[src/rtl/flitq_pkg.sv]
package flitq_pkg;

    // Occupancy states of the queue controller
    typedef enum logic [1:0] {
        Q_EMPTY   = 2'd0,
        Q_PARTIAL = 2'd1,
        Q_FULL    = 2'd2
    } qstate_e;

    // Operation actually performed in a cycle after gating
    typedef enum logic [1:0] {
        OP_IDLE = 2'd0,
        OP_PUSH = 2'd1,
        OP_POP  = 2'd2,
        OP_SWAP = 2'd3
    } qop_e;

endpackage

[src/rtl/flitq_ptr.sv]
module flitq_ptr #(
    parameter int DEPTH = 4,
    parameter int AW    = (DEPTH > 1) ? $clog2(DEPTH) : 1
) (
    input  logic          clk,
    input  logic          rst_n,
    input  logic          adv,
    output logic [AW-1:0] ptr,
    output logic [AW-1:0] ptr_inc
);
    localparam logic [AW-1:0] LAST = AW'(DEPTH - 1);
    localparam bit POW2 = (DEPTH == (1 << AW));

    generate
        if (POW2) begin : g_pow2
            // Natural rollover of the counter performs the wrap
            assign ptr_inc = ptr + 1'b1;
        end else begin : g_cmp
            assign ptr_inc = (ptr == LAST) ? '0 : ptr + 1'b1;
        end
    endgenerate

    always_ff @(posedge clk) begin
        if (!rst_n) begin
            ptr <= '0;
        end else if (adv) begin
            ptr <= ptr_inc;
        end
    end

endmodule

[src/rtl/flitq_store.sv]
module flitq_store #(
    parameter int DEPTH = 4,
    parameter int W     = 16,
    parameter int AW    = (DEPTH > 1) ? $clog2(DEPTH) : 1
) (
    input  logic          clk,
    input  logic          rst_n,
    input  logic          we,
    input  logic [AW-1:0] waddr,
    input  logic [W-1:0]  wdata,
    input  logic          clr,
    input  logic [AW-1:0] caddr,
    input  logic [AW-1:0] raddr,
    output logic [W-1:0]  rdata
);
    logic [W-1:0] slot_view [DEPTH];

    generate
        for (genvar g = 0; g < DEPTH; g++) begin : g_slot
            logic [W-1:0] q;
            always_ff @(posedge clk) begin
                if (!rst_n) begin
                    q <= '0;
                end else if (we && (waddr == AW'(g))) begin
                    // A write wins over a clear of the same slot (swap on full)
                    q <= wdata;
                end else if (clr && (caddr == AW'(g))) begin
                    q <= '0;
                end
            end
            assign slot_view[g] = q;
        end
    endgenerate

    always_comb begin
        rdata = '0;
        for (int i = 0; i < DEPTH; i++) begin
            if (raddr == AW'(i)) begin
                rdata = slot_view[i];
            end
        end
    end

endmodule

[src/rtl/flitq_ctrl.sv]
module flitq_ctrl
    import flitq_pkg::*;
#(
    parameter int DEPTH = 4,
    parameter int AW    = (DEPTH > 1) ? $clog2(DEPTH) : 1
) (
    input  logic          clk,
    input  logic          rst_n,
    input  logic          wr_req,
    input  logic          rd_req,
    input  logic [AW-1:0] wr_ptr,
    input  logic [AW-1:0] wr_ptr_inc,
    input  logic [AW-1:0] rd_ptr,
    input  logic [AW-1:0] rd_ptr_inc,
    output logic          do_wr,
    output logic          do_rd,
    output logic          q_full,
    output logic          q_valid
);
    qstate_e state, state_nxt;
    qop_e    op;

    // Gate the requests according to occupancy
    always_comb begin
        do_wr = 1'b0;
        do_rd = 1'b0;
        unique case (state)
            Q_EMPTY: begin
                do_wr = wr_req;
                do_rd = 1'b0;
            end
            Q_PARTIAL: begin
                do_wr = wr_req;
                do_rd = rd_req;
            end
            Q_FULL: begin
                do_rd = rd_req;
                do_wr = wr_req && rd_req;
            end
            default: begin
                do_wr = 1'b0;
                do_rd = 1'b0;
            end
        endcase
    end

    always_comb begin
        unique case ({do_wr, do_rd})
            2'b10:   op = OP_PUSH;
            2'b01:   op = OP_POP;
            2'b11:   op = OP_SWAP;
            default: op = OP_IDLE;
        endcase
    end

    // Next-state: flags change only on one-sided operations
    always_comb begin
        state_nxt = state;
        unique case (op)
            OP_PUSH: state_nxt = (wr_ptr_inc == rd_ptr) ? Q_FULL  : Q_PARTIAL;
            OP_POP:  state_nxt = (rd_ptr_inc == wr_ptr) ? Q_EMPTY : Q_PARTIAL;
            OP_SWAP: state_nxt = state;
            default: state_nxt = state;
        endcase
    end

    always_ff @(posedge clk) begin
        if (!rst_n) begin
            state <= Q_EMPTY;
        end else begin
            state <= state_nxt;
        end
    end

    always_comb begin
        q_full  = 1'b0;
        q_valid = 1'b0;
        unique case (state)
            Q_EMPTY:   begin q_full = 1'b0; q_valid = 1'b0; end
            Q_PARTIAL: begin q_full = 1'b0; q_valid = 1'b1; end
            Q_FULL:    begin q_full = 1'b1; q_valid = 1'b1; end
            default:   begin q_full = 1'b0; q_valid = 1'b0; end
        endcase
    end

    // a lone read on an empty queue leaves it empty
    a_r6_empty_read_ignored: assert property (@(posedge clk) disable iff (!rst_n)
        (state == Q_EMPTY && rd_req && !wr_req) |=> (state == Q_EMPTY));

    // a swap on a partly filled queue keeps the state
    a_r5_swap_keeps_state: assert property (@(posedge clk) disable iff (!rst_n)
        (state == Q_PARTIAL && wr_req && rd_req) |=> (state == Q_PARTIAL));

    // a swap on a full queue keeps it full
    a_r8_swap_full_stays: assert property (@(posedge clk) disable iff (!rst_n)
        (state == Q_FULL && wr_req && rd_req) |=> (state == Q_FULL));

    // a lone read on a full queue clears full
    a_r4_pop_clears_full: assert property (@(posedge clk) disable iff (!rst_n)
        (state == Q_FULL && rd_req && !wr_req) |=> (state != Q_FULL));

endmodule

[src/rtl/flit_fifo.sv]
module flit_fifo #(
    parameter int DATA_W   = 16,
    parameter int LAST_IDX = 3
) (
    input  logic              clk,
    input  logic              rst_n,
    input  logic              push_en,
    input  logic              pop_en,
    input  logic [DATA_W-1:0] flit_in,
    output logic [DATA_W-1:0] flit_out,
    output logic              is_full,
    output logic              has_data
);
    localparam int DEPTH = LAST_IDX + 1;
    localparam int AW    = (DEPTH > 1) ? $clog2(DEPTH) : 1;

    logic          do_wr, do_rd;
    logic [AW-1:0] wr_ptr, wr_ptr_inc, rd_ptr, rd_ptr_inc;

    flitq_ptr #(.DEPTH(DEPTH), .AW(AW)) u_wptr (
        .clk     (clk),
        .rst_n   (rst_n),
        .adv     (do_wr),
        .ptr     (wr_ptr),
        .ptr_inc (wr_ptr_inc)
    );

    flitq_ptr #(.DEPTH(DEPTH), .AW(AW)) u_rptr (
        .clk     (clk),
        .rst_n   (rst_n),
        .adv     (do_rd),
        .ptr     (rd_ptr),
        .ptr_inc (rd_ptr_inc)
    );

    flitq_ctrl #(.DEPTH(DEPTH), .AW(AW)) u_ctrl (
        .clk        (clk),
        .rst_n      (rst_n),
        .wr_req     (push_en),
        .rd_req     (pop_en),
        .wr_ptr     (wr_ptr),
        .wr_ptr_inc (wr_ptr_inc),
        .rd_ptr     (rd_ptr),
        .rd_ptr_inc (rd_ptr_inc),
        .do_wr      (do_wr),
        .do_rd      (do_rd),
        .q_full     (is_full),
        .q_valid    (has_data)
    );

    flitq_store #(.DEPTH(DEPTH), .W(DATA_W), .AW(AW)) u_store (
        .clk   (clk),
        .rst_n (rst_n),
        .we    (do_wr),
        .waddr (wr_ptr),
        .wdata (flit_in),
        .clr   (do_rd),
        .caddr (rd_ptr),
        .raddr (rd_ptr),
        .rdata (flit_out)
    );

    // a full queue has its pointers meeting
    a_r3_full_ptrs_meet: assert property (@(posedge clk) disable iff (!rst_n)
        is_full |-> (wr_ptr == rd_ptr));

    // an empty queue shows a cleared head slot
    a_r4_empty_shows_zero: assert property (@(posedge clk) disable iff (!rst_n)
        !has_data |-> (flit_out == '0));

    // a lone write on a full queue moves no pointer
    a_r7_full_write_ignored: assert property (@(posedge clk) disable iff (!rst_n)
        (is_full && push_en && !pop_en) |=> ($stable(wr_ptr) && $stable(rd_ptr) && is_full));

    // a read request on empty moves no pointer
    a_r6_empty_ptr_still: assert property (@(posedge clk) disable iff (!rst_n)
        (!has_data && pop_en && !push_en) |=> $stable(rd_ptr));

    // data appears only after a write request
    a_r2_valid_after_push: assert property (@(posedge clk) disable iff (!rst_n)
        $rose(has_data) |-> $past(push_en));

endmodule

[config.mk]
export PLATFORM = sky130hd
export DESIGN_NAME = flit_fifo
export DESIGN_NICKNAME = d
export VERILOG_FILES = /design/src/rtl/flitq_pkg.sv /design/src/rtl/flitq_ptr.sv /design/src/rtl/flitq_store.sv /design/src/rtl/flitq_ctrl.sv /design/src/rtl/flit_fifo.sv
export SDC_FILE = /design/constraint.sdc
export NUM_CORES = 1
export LEC_CHECK = 0
export BUFFER_PORTS_ARGS = -buffer_cell sky130_fd_sc_hd__buf_2
export CORE_ASPECT_RATIO = 1.75
export CORE_MARGIN = 2
export CORE_UTILIZATION = 55
export CTS_CLUSTER_SIZE = 28
export DETAILED_ROUTE_END_ITERATION = 7
export PLACE_DENSITY = 0.79
export SLEW_MARGIN = 20
export SYNTH_ARGS = -nofsm -noshare
export SYNTH_HDL_FRONTEND = slang
export SYNTH_SLANG_ARGS = --single-unit
[constraint.sdc]
create_clock -name clk -period 2.48 [get_ports clk]
set_input_delay 0.248 -clock clk [delete_from_list [all_inputs] [get_ports clk]]
set_output_delay 0.248 -clock clk [all_outputs]
set_load 0.01 [all_outputs]
==> impl_metrics.csv, run 1 <==
group,metric,value,unit
worst_hold_path,holdPathStages,3,
routing,wl_per_cell,16.9,µm
timing,worst_hold_slack,0.226,ns
synthesis,synth_fp_nets,431,
place,dp_hpwl,5510,µm
global_routing,antenna_found_initial,0,
routing,drtIter0Drc,234,
synthesis,netlist_instances,398,
critical_path,path_buf_inv,3,
timing,tns,0,ns
critical_path,path_class,"reg2out",
critical_path,slowest_delay,0.40,ns
clocking,clkSinkCount,70,
layout,synthToLayoutAreaGrowth,10.9,%
die,initial_core_util,57.3,%
synthesis,synthTopCellsByArea,"dfxtp_1, mux2i_1, nand3_1",
timing,max_freq,452,MHz
clocking,postCtsSetupBuffers,0,
clocking,numCtsBuffers,9,
synthesis,yosysTopAreaCell,"dfxtp_1",
power_and_ir_drop,powerDensity,920,nW/µm²
routing,dr.pass1.iters,4,
clocking,clk_pin_slew_worst_paths,0.08,ns
die,die_x,64.9,µm
worst_hold_path,hold_path.class,"in2reg",
die,dieArea,7180,µm²
critical_path,cp.depth,7,
run,cap_violations,0,
timing,finalSetupViolations,0,
power_and_ir_drop,power_frac_seq,37.3,%
global_routing,grt_pass1_wl,14200,µm
layout,multi_input_area,1870,µm²
timing,skew,0.0122,ns
die,chipHeight,111,µm
critical_path,worst_setup_path_endpoint,"flit_out[2]",
critical_path,r2r-end,"u_ctrl.state[1]",
critical_path,crit_required,2.23,ns
routing,ant_nets,0,
synthesis,syn_area,3570,µm²
synthesis,synth.top_cell.area_share,39.3,%
power_and_ir_drop,switchingPower,1.30,mW
clocking,hold_buffers,0,
timing,maxSlewHeadroom,59.5,%
outcome,status,"finished, final reports clean",
critical_path,rrSetupSlack,0.33,ns
timing,fin_crit,2.21,ns
global_routing,grt-ovfl-total,0,
layout,regArea,1400,µm²
routing,routed_wl,8580,µm
clocking,htree_levels,3,
routing,drt-vias-per-instance,5.89,
clocking,root_buffer,"clkbuf_8",
place,finalWeightedCongestion,0.768,
timing,worst_pin_slew,0.608,ns
global_routing,first_global_vias,3184,
layout,post_route_cells_drive_above_1_share,15.9,%
synthesis,synth-seq-area-share,39.3,%
synthesis,ys_types,23,
power_and_ir_drop,clkPwrFrac,27.3,%
timing,rsz0062_at_grt,"false",
critical_path,critical_path_arrival,1.97,ns
timing,hold_viol_final,0,
critical_path,r2r_cells,7,
timing,fin_crit_sh,89.3,%
layout,antenna_cells,0,
clocking,cts_resized,1,
synthesis,yosys_warnings,0,
layout,fin_cells,509,
timing,drv_slew,0,
synthesis,syn_avg_cell_area,8.97,µm²
clocking,clk_latency,0.35,ns
power_and_ir_drop,p_total,3.64,mW
place,place_inst,493,
place,port_buffers,37,
clocking,ctsLongestPathBuffers,2,
routing,vias,2997,
critical_path,startpoint_type,"flop",
routing,drc,0,
global_routing,grt_usage,25.3,%
clocking,cts_tree,"built",
power_and_ir_drop,power_frac_comb,35.4,%
critical_path,crit_chain,"inv_1 > ha_1 > buf_4 > a21oi_1 > o21ai_0 > a22o_1 > buf_2",
power_and_ir_drop,leakage,1.89,nW
critical_path,cp-end-kind,"primary output",
die,ioPinCount,38,
critical_path,critPathTopFamily,"compound AO/OA/AOI/OAI gates",
die,core_area,6230,µm²
critical_path,slowest_stage,"dfxtp_1",
layout,nFillCells,511,
power_and_ir_drop,power.internal,2.34,mW
synthesis,synth_seq_cells,70,
layout,nets,457,
die,rows,38,
critical_path,startpoint,"u_rptr.ptr[0]",
critical_path,cp_max_fo,33,
power_and_ir_drop,netSwitchingFraction,35.7,%
global_routing,grt_max_degree,44,
critical_path,crit-reg2reg-launch,"u_ctrl.state[1]",
power_and_ir_drop,ir_drop,0.000930,V
-- power groups by stage --
stage                     Clock, mW  Sequential [mW]  Combinational, mW
after floorplan                   0             1.35              0.996
after global placement            0             1.37               1.26
after detailed placement          0             1.38               1.29
after CTS                      1.01             1.36               1.30
after global routing           1.08             1.37               1.41
final                         0.994             1.36               1.29
-- Yosys cell counts --
cell and number:
nor2b_1 1, buf_6 2, ha_1 13, inv_1 24
nand2_1 36, a22o_1 16, dfxtp_1 70, nor2_1 2
a21oi_1 36, clkbuf_1 25, or4_1 1, buf_12 4
nand2b_1 1, o21ai_0 18, a211o_1 1, xor2_1 2
xnor2_1 2, buf_2 2, nand3_1 71, a221oi_1 1
mux2i_1 65, nand3_4 4, a211oi_1 1
-- worst min-delay path: cells and delay by family --
family | cells | cell delay [ns]
mux | 1 | 0.12
simple gates | 1 | 0.09
buf+inv | 1 | 0.08
-- area by class of cell --
cell class                      instances  share of cell area, %
Clock buffer                           10                   3.22
Multi-Input combinational cell        271                   47.3
Inverter                               24                   2.27
Timing Repair Buffer                   48                   7.08
Tap cell                               80                   2.53
Clock inverter                          6                   2.18
Sequential cell                        70                   35.4
-- layout by cell type, fill, tap and decap left out, types with 4 or more instances in the layout --
cell type and instances:
ha_1 12, a21oi_1 36, nand3_1 71, mux2i_1 65
nand3_4 4, inv_1 24, nand2_1 36, a22o_1 16
clkbuf_8 9, o21ai_0 18, buf_4 10, buf_2 37
dfxtp_1 70
-- worst min-delay path by stage --
| stage | start | endpoint | slack [ns] |
|---|---|---|---|
| global route | flit_in[6] | u_store.g_slot[2].q[6] | 0.22 |
| detailed placement | u_store.g_slot[2].q[14] | u_store.g_slot[2].q[14] | 0.46 |
| floorplan | u_store.g_slot[2].q[10] | u_store.g_slot[2].q[10] | 0.45 |
| CTS | flit_in[6] | u_store.g_slot[2].q[6] | 0.21 |
| global placement | u_store.g_slot[3].q[9] | u_store.g_slot[3].q[9] | 0.46 |
| finish | flit_in[6] | u_store.g_slot[2].q[6] | 0.23 |
-- cell families (layout without fill, tap and decap cells) --
logic type | after synthesis | in the layout | share of synthesized area, %
xor gates and xnor gates | 4 | 4 | 0.982
AOI/OAI and AO/OA | 73 | 73 | 12.2
adders and majority gates | 13 | 13 | 4.56
muxes | 65 | 65 | 18.2
DFF | 70 | 70 | 39.3
buffers and inverters | 57 | 88 | 8.31
and+or+nand+nor | 116 | 116 | 16.5
-- state kept, by name (all words and copies together), names as in the netlist --
| signal | flops |
|---|---|
| u_wptr.ptr | 2 |
| u_rptr.ptr | 2 |
| u_ctrl.state | 2 |
| u_store.g_slot.q | 64 |
-- stage by stage --
stage          setup slack (ns)  cell area (µm²)  utilization [%]
2_1_floorplan             0.352             3570                -
3_3_place_gp              0.362             3740             60.1
3_5_place_dp              0.279             3740             60.1
4_1_cts                   0.250             3960             63.6
5_1_grt                   0.131             3960             63.6
6_report                  0.266             3960             63.6
-- metal layers --
layer / GRT usage (%) / share of wire (%) / wire length, µm
met1: 27.8 / 40 / 3440
met2: 43.9 / 53 / 4510
met3: 6.31 / 5.2 / 447
met4: 12.2 / 2.1 / 181
met5: 0 / 0 / 0
(Power assumes the default switching activity.)
==> run 2: changes to the inputs <==
--- a/config.mk
+++ b/config.mk
@@ -6,12 +6,14 @@
 export NUM_CORES = 1
 export LEC_CHECK = 0
 export BUFFER_PORTS_ARGS = -buffer_cell sky130_fd_sc_hd__buf_2
+export CELL_PAD_IN_SITES_DETAIL_PLACEMENT = 0
+export CELL_PAD_IN_SITES_GLOBAL_PLACEMENT = 1
 export CORE_ASPECT_RATIO = 1.75
 export CORE_MARGIN = 2
-export CORE_UTILIZATION = 55
+export CORE_UTILIZATION = 45
 export CTS_CLUSTER_SIZE = 28
 export DETAILED_ROUTE_END_ITERATION = 7
-export PLACE_DENSITY = 0.79
+export PLACE_DENSITY = 0.84
 export SLEW_MARGIN = 20
 export SYNTH_ARGS = -nofsm -noshare
 export SYNTH_HDL_FRONTEND = slang
==> run 2 against run 1 <==
Net effect: clock skew fell by 0.0078 ns; clock power rose by 30%; critical path depth did not move; sequential share of layout area fell by 1.1 points; cell area rose by 3.1%; clock-buffer cell count rose by 2; routed wire length fell by 3.4%; cell count rose by 2.0%; critical path type unchanged; die area rose by 21%; worst setup slack got worse by 0.013 ns; fmax fell by 0.56%.
==> impl_metrics.csv, run 2 (synthesis results as in run 1) <==
group,metric,value,unit
critical_path,critical_path_arrival,1.98,ns
critical_path,slowest_stage,"dfxtp_1",
layout,regMostFlops,"u_store.g_slot.q",
routing,wl_met3,241,µm
clocking,numCtsBuffers,9,
timing,fin_crit_sh,89.8,%
worst_hold_path,hold_end,"u_store.g_slot[3].q[13]",
outcome,status,"finished, final reports clean",
global_routing,grt-ovfl-total,0,
critical_path,rrSetupSlack,0.36,ns
worst_hold_path,holdPathStages,3,
power_and_ir_drop,ir_drop,0.000649,V
timing,worst_pin_slew,0.544,ns
critical_path,slowest_delay,0.41,ns
clocking,clk_pin_slew_worst_paths,0.05,ns
layout,nFillCells,712,
critical_path,r2r_cells,7,
global_routing,first_global_vias,2815,
timing,skew,0.00436,ns
layout,final_cell_mix,"nand3_1, dfxtp_1, mux2i_1",
timing,setup_ws,0.253,ns
routing,routed_wl,8290,µm
worst_hold_path,hold_path.class,"in2reg",
critical_path,r2r-end,"u_ctrl.state[1]",
layout,synthToLayoutAreaGrowth,14.4,%
clocking,hold_buffers,0,
die,ioPinCount,38,
critical_path,crit_chain,"inv_1 > ha_1 > buf_4 > a21oi_1 > o21ai_0 > a22o_1 > buf_2",
critical_path,crit-reg2reg-launch,"u_ctrl.state[1]",
die,die_x,71.3,µm
routing,dr.pass1.iters,4,
layout,largest_reg_flops,64,
layout,post_route_cells_drive_above_1_share,15.6,%
clocking,cts_tree,"built",
die,initial_core_util,45.8,%
global_routing,grt_max_degree,55,
routing,wl_met2,4380,µm
critical_path,cp_max_fo,25,
place,pre_cts_ws,0.388,ns
die,core_area,7800,µm²
timing,max_freq,449,MHz
layout,nets,457,
run,cap_violations,0,
timing,hold_viol_final,0,
place,dp_hpwl,5290,µm
timing,worst_hold_slack,0.247,ns
clocking,clkSinkCount,70,
critical_path,cp-end-kind,"primary output",
routing,drc,0,
clocking,ctsLongestPathBuffers,2,
timing,tns,0,ns
global_routing,grt_pass1_wl,13400,µm
die,chipHeight,122,µm
timing,rsz0062_at_grt,"false",
critical_path,startpoint_type,"flop",
clocking,cts_resized,0,
power_and_ir_drop,leakage,1.94,nW
routing,vias,2890,
worst_hold_path,holdCritStartpoint,"flit_in[13]",
place,port_buffers,37,
routing,ant_nets,0,
power_and_ir_drop,powerDensity,962,nW/µm²
routing,drtIter0Drc,224,
die,dieArea,8690,µm²
clocking,clk_latency,0.33,ns
routing,wl_per_cell,16.0,µm
timing,fin_crit,2.23,ns
critical_path,path_class,"reg2out",
global_routing,antenna_found_initial,0,
routing,highest_layer,"met4",
clocking,root_buffer,"clkbuf_16",
critical_path,crit_required,2.23,ns
global_routing,grt_usage,19.9,%
clocking,postCtsSetupBuffers,0,
timing,drv_slew,0,
place,finalWeightedCongestion,0.804,
layout,antenna_cells,0,
die,rows,43,
layout,final_common_cell,"nand3_1",
timing,finalSetupViolations,0,
routing,m1WireLength,3510,µm
clocking,htree_levels,3,
routing,drt-vias-per-instance,5.57,
timing,maxSlewHeadroom,63.7,%
-- run 2: cell types whose count changed in the layout (fill, tap and decap cells not counted), sizes merged --
cell and delta:
clkbuf +2, bufinv -1, clkinvlp -1
-- run 2: critical path, delay by kind of cell (launching register included) --
kind / cells / cell delay (ns)
buffers and inverters: 3 / 0.47
flip-flops: 1 / 0.41
AO/OA/AOI/OAI: 3 / 0.48
adder cells (fa/ha/maj): 1 / 0.29
-- run 2: worst max-delay path by stage --
stage	endpoint	slack (ns)	start
6_report	flit_out[9]	0.25	u_rptr.ptr[1]
5_1_grt	flit_out[5]	0.12	u_rptr.ptr[1]
4_1_cts	flit_out[9]	0.22	u_rptr.ptr[1]
3_5_place_dp	u_ctrl.state[1]	0.39	u_ctrl.state[1]
3_3_place_gp	u_ctrl.state[1]	0.47	u_ctrl.state[0]
2_1_floorplan	u_ctrl.state[1]	0.35	u_ctrl.state[0]
-- run 2: final cells by class --
| type | instances | area (µm²) | area share, % |
|---|---|---|---|
| Clock buffer | 12 | 256 | 6.28 |
| Sequential cell | 70 | 1400 | 34.3 |
| Inverter | 24 | 90.1 | 2.21 |
| Timing Repair Buffer | 48 | 305 | 7.48 |
| Multi-Input combinational cell | 271 | 1870 | 45.8 |
| Tap cell | 90 | 113 | 2.76 |
| Clock inverter | 4 | 45.0 | 1.10 |
-- run 2: routing by layer --
metal  global-route usage [%]  vias to the layer above
met5                        0                        -
met4                     8.84                        0
met3                     3.72                       11
met2                     35.2                       42
met1                     22.9                     1390
li1                         -                     1447
-- run 2: power breakdown --
part | internal (mW) | leakage, nW | switching (mW)
sequential | 1.27 | 0.568 | 0.0890
clock | 0.827 | 0.152 | 0.461
combinational | 0.526 | 1.22 | 0.758
-- run 2: stage by stage --
step / cell area (µm²) / utilization [%] / std cells / total power [mW]
after floorplan: 3570 / - / 398 / 2.35
after global placement: 3780 / 48.5 / 503 / 2.65
after detailed placement: 3780 / 48.5 / 503 / 2.67
after CTS: 4080 / 52.3 / 519 / 3.97
after global routing: 4080 / 52.3 / 519 / 4.14
final: 4080 / 52.3 / 519 / 3.93
==> run 3: changes to the inputs <==
--- a/config.mk
+++ b/config.mk
@@ -10,10 +10,10 @@
 export CELL_PAD_IN_SITES_GLOBAL_PLACEMENT = 1
 export CORE_ASPECT_RATIO = 1.75
 export CORE_MARGIN = 2
-export CORE_UTILIZATION = 45
+export CORE_UTILIZATION = 35
 export CTS_CLUSTER_SIZE = 28
 export DETAILED_ROUTE_END_ITERATION = 7
-export PLACE_DENSITY = 0.84
+export PLACE_DENSITY = 0.69
 export SLEW_MARGIN = 20
 export SYNTH_ARGS = -nofsm -noshare
 export SYNTH_HDL_FRONTEND = slang
==> run 3 against run 2 <==
Net effect: sequential share of layout area decreased by 0.37 points; critical path depth unchanged; register-to-register slack improved by 0.02 ns; die area increased by 27%; cell area increased by 1.1%; core utilization decreased by 11 points; clock skew about the same; highest routed layer unchanged; global-route usage decreased by 2.5 points; clock power about the same.
==> impl_metrics.csv, run 3 (synthesis results as in run 1) <==
group,metric,value,unit
timing,drv_slew,0,
timing,worst_pin_slew,0.632,ns
critical_path,path_class,"reg2out",
critical_path,r2r_cells,7,
timing,max_freq,439,MHz
worst_hold_path,holdCritStartpoint,"flit_in[3]",
critical_path,crit_required,2.23,ns
critical_path,critical_path_arrival,2.03,ns
global_routing,first_global_vias,2918,
die,ioPinCount,38,
power_and_ir_drop,powerDensity,956,nW/µm²
timing,rsz0062_at_grt,"false",
critical_path,cp-end-kind,"primary output",
routing,vias,2901,
layout,multi_input_area,1870,µm²
clocking,postCtsSetupBuffers,0,
clocking,clk_pin_slew_worst_paths,0.05,ns
critical_path,startpoint_type,"flop",
worst_hold_path,hold_path.class,"in2reg",
routing,dr.pass1.iters,4,
routing,routed_wl,8830,µm
routing,drt-vias-per-instance,5.22,
timing,skew,0.00448,ns
worst_hold_path,holdPathStages,3,
layout,regMostFlops,"u_store.g_slot.q",
die,dieArea,11100,µm²
timing,finalSetupViolations,0,
clocking,clkSinkCount,70,
layout,antenna_cells,0,
run,cap_violations,0,
routing,wl_per_cell,15.9,µm
timing,hold_viol_final,0,
timing,worst_hold_slack,0.234,ns
critical_path,crit-reg2reg-launch,"u_ctrl.state[0]",
place,finalWeightedCongestion,0.759,
global_routing,grt_pass1_wl,14600,µm
power_and_ir_drop,ir_drop,0.000622,V
layout,post_route_cells_drive_above_1_share,16.2,%
global_routing,grt_usage,17.4,%
clocking,root_buffer,"clkbuf_16",
clocking,hold_buffers,0,
global_routing,grt_max_degree,36,
die,die_x,80.3,µm
clocking,cts_resized,0,
critical_path,cp_max_fo,23,
routing,drtIter0Drc,155,
layout,nFillCells,1035,
routing,drc,0,
layout,final_common_cell,"nand3_1",
place,port_buffers,37,
timing,tns,0,ns
layout,synthToLayoutAreaGrowth,15.6,%
layout,nets,459,
clocking,numCtsBuffers,9,
layout,largest_reg_flops,64,
die,chipHeight,138,µm
clocking,clk_latency,0.34,ns
place,dp_hpwl,5680,µm
global_routing,grt-ovfl-total,0,
clocking,ctsLongestPathBuffers,2,
timing,maxSlewHeadroom,57.9,%
routing,ant_nets,0,
power_and_ir_drop,leakage,1.94,nW
outcome,status,"finished, final reports clean",
layout,regArea,1400,µm²
timing,fin_crit,2.28,ns
clocking,cts_tree,"built",
die,core_area,9910,µm²
global_routing,antenna_found_initial,0,
power_and_ir_drop,p_total,3.95,mW
layout,final_cell_mix,"nand3_1, dfxtp_1, mux2i_1",
die,initial_core_util,36.0,%
critical_path,startpoint,"u_rptr.ptr[1]",
clocking,htree_levels,3,
timing,fin_crit_sh,91.9,%
die,rows,48,
run 3: power breakdown:
part	total, mW	switching [mW]	internal (mW)
sequential	1.35	0.0879	1.27
clock	1.29	0.488	0.801
combinational	1.30	0.778	0.526
total	3.95	1.35	2.59
run 3: metrics by stage:
| stage | cells | instance area [µm²] | util, % | setup slack [ns] |
|---|---|---|---|---|
| 2_1_floorplan | 398 | 3570 | - | 0.352 |
| 3_3_place_gp | 540 | 3830 | 38.6 | 0.466 |
| 3_5_place_dp | 540 | 3830 | 38.6 | 0.384 |
| 4_1_cts | 556 | 4130 | 41.7 | 0.198 |
| 5_1_grt | 556 | 4130 | 41.7 | 0.0556 |
| 6_report | 556 | 4130 | 41.7 | 0.200 |
run 3: worst max-delay path, stage by stage, from the launching register on:
cell     delay, ns
dfxtp_1       0.41
inv_1         0.09
ha_1          0.32
buf_4         0.27
a21oi_1       0.17
o21ai_0       0.12
a22o_1        0.19
buf_2         0.13
run 3: layout make-up:
cell class,count,area share (%)
clock buffer,10,5.79
clock inverter,6,1.49
inverter,24,2.18
multi-input combinational,271,45.3
sequential,70,33.9
tap,125,3.79
timing repair buffer,50,7.46
run 3: worst paths after layout:
| kind | slack [ns] | endpoint |
|---|---|---|
| hold / removal | 0.23 | u_store.g_slot[0].q[3] |
| setup / recovery | 0.20 | flit_out[3] |
| hold reg to reg | 0.47 | u_store.g_slot[0].q[3] |
| setup reg to reg | 0.38 | u_ctrl.state[1] |
run 3: metal layers:
layer	up-vias	wire length [µm]	track usage [%]	share of wire, %
li1	1448	-	-	-
met1	1402	3730	20.1	42
met2	39	4670	30.4	53
met5	-	0	0	0
met3	12	282	4.13	3.2
met4	0	151	6.78	1.7
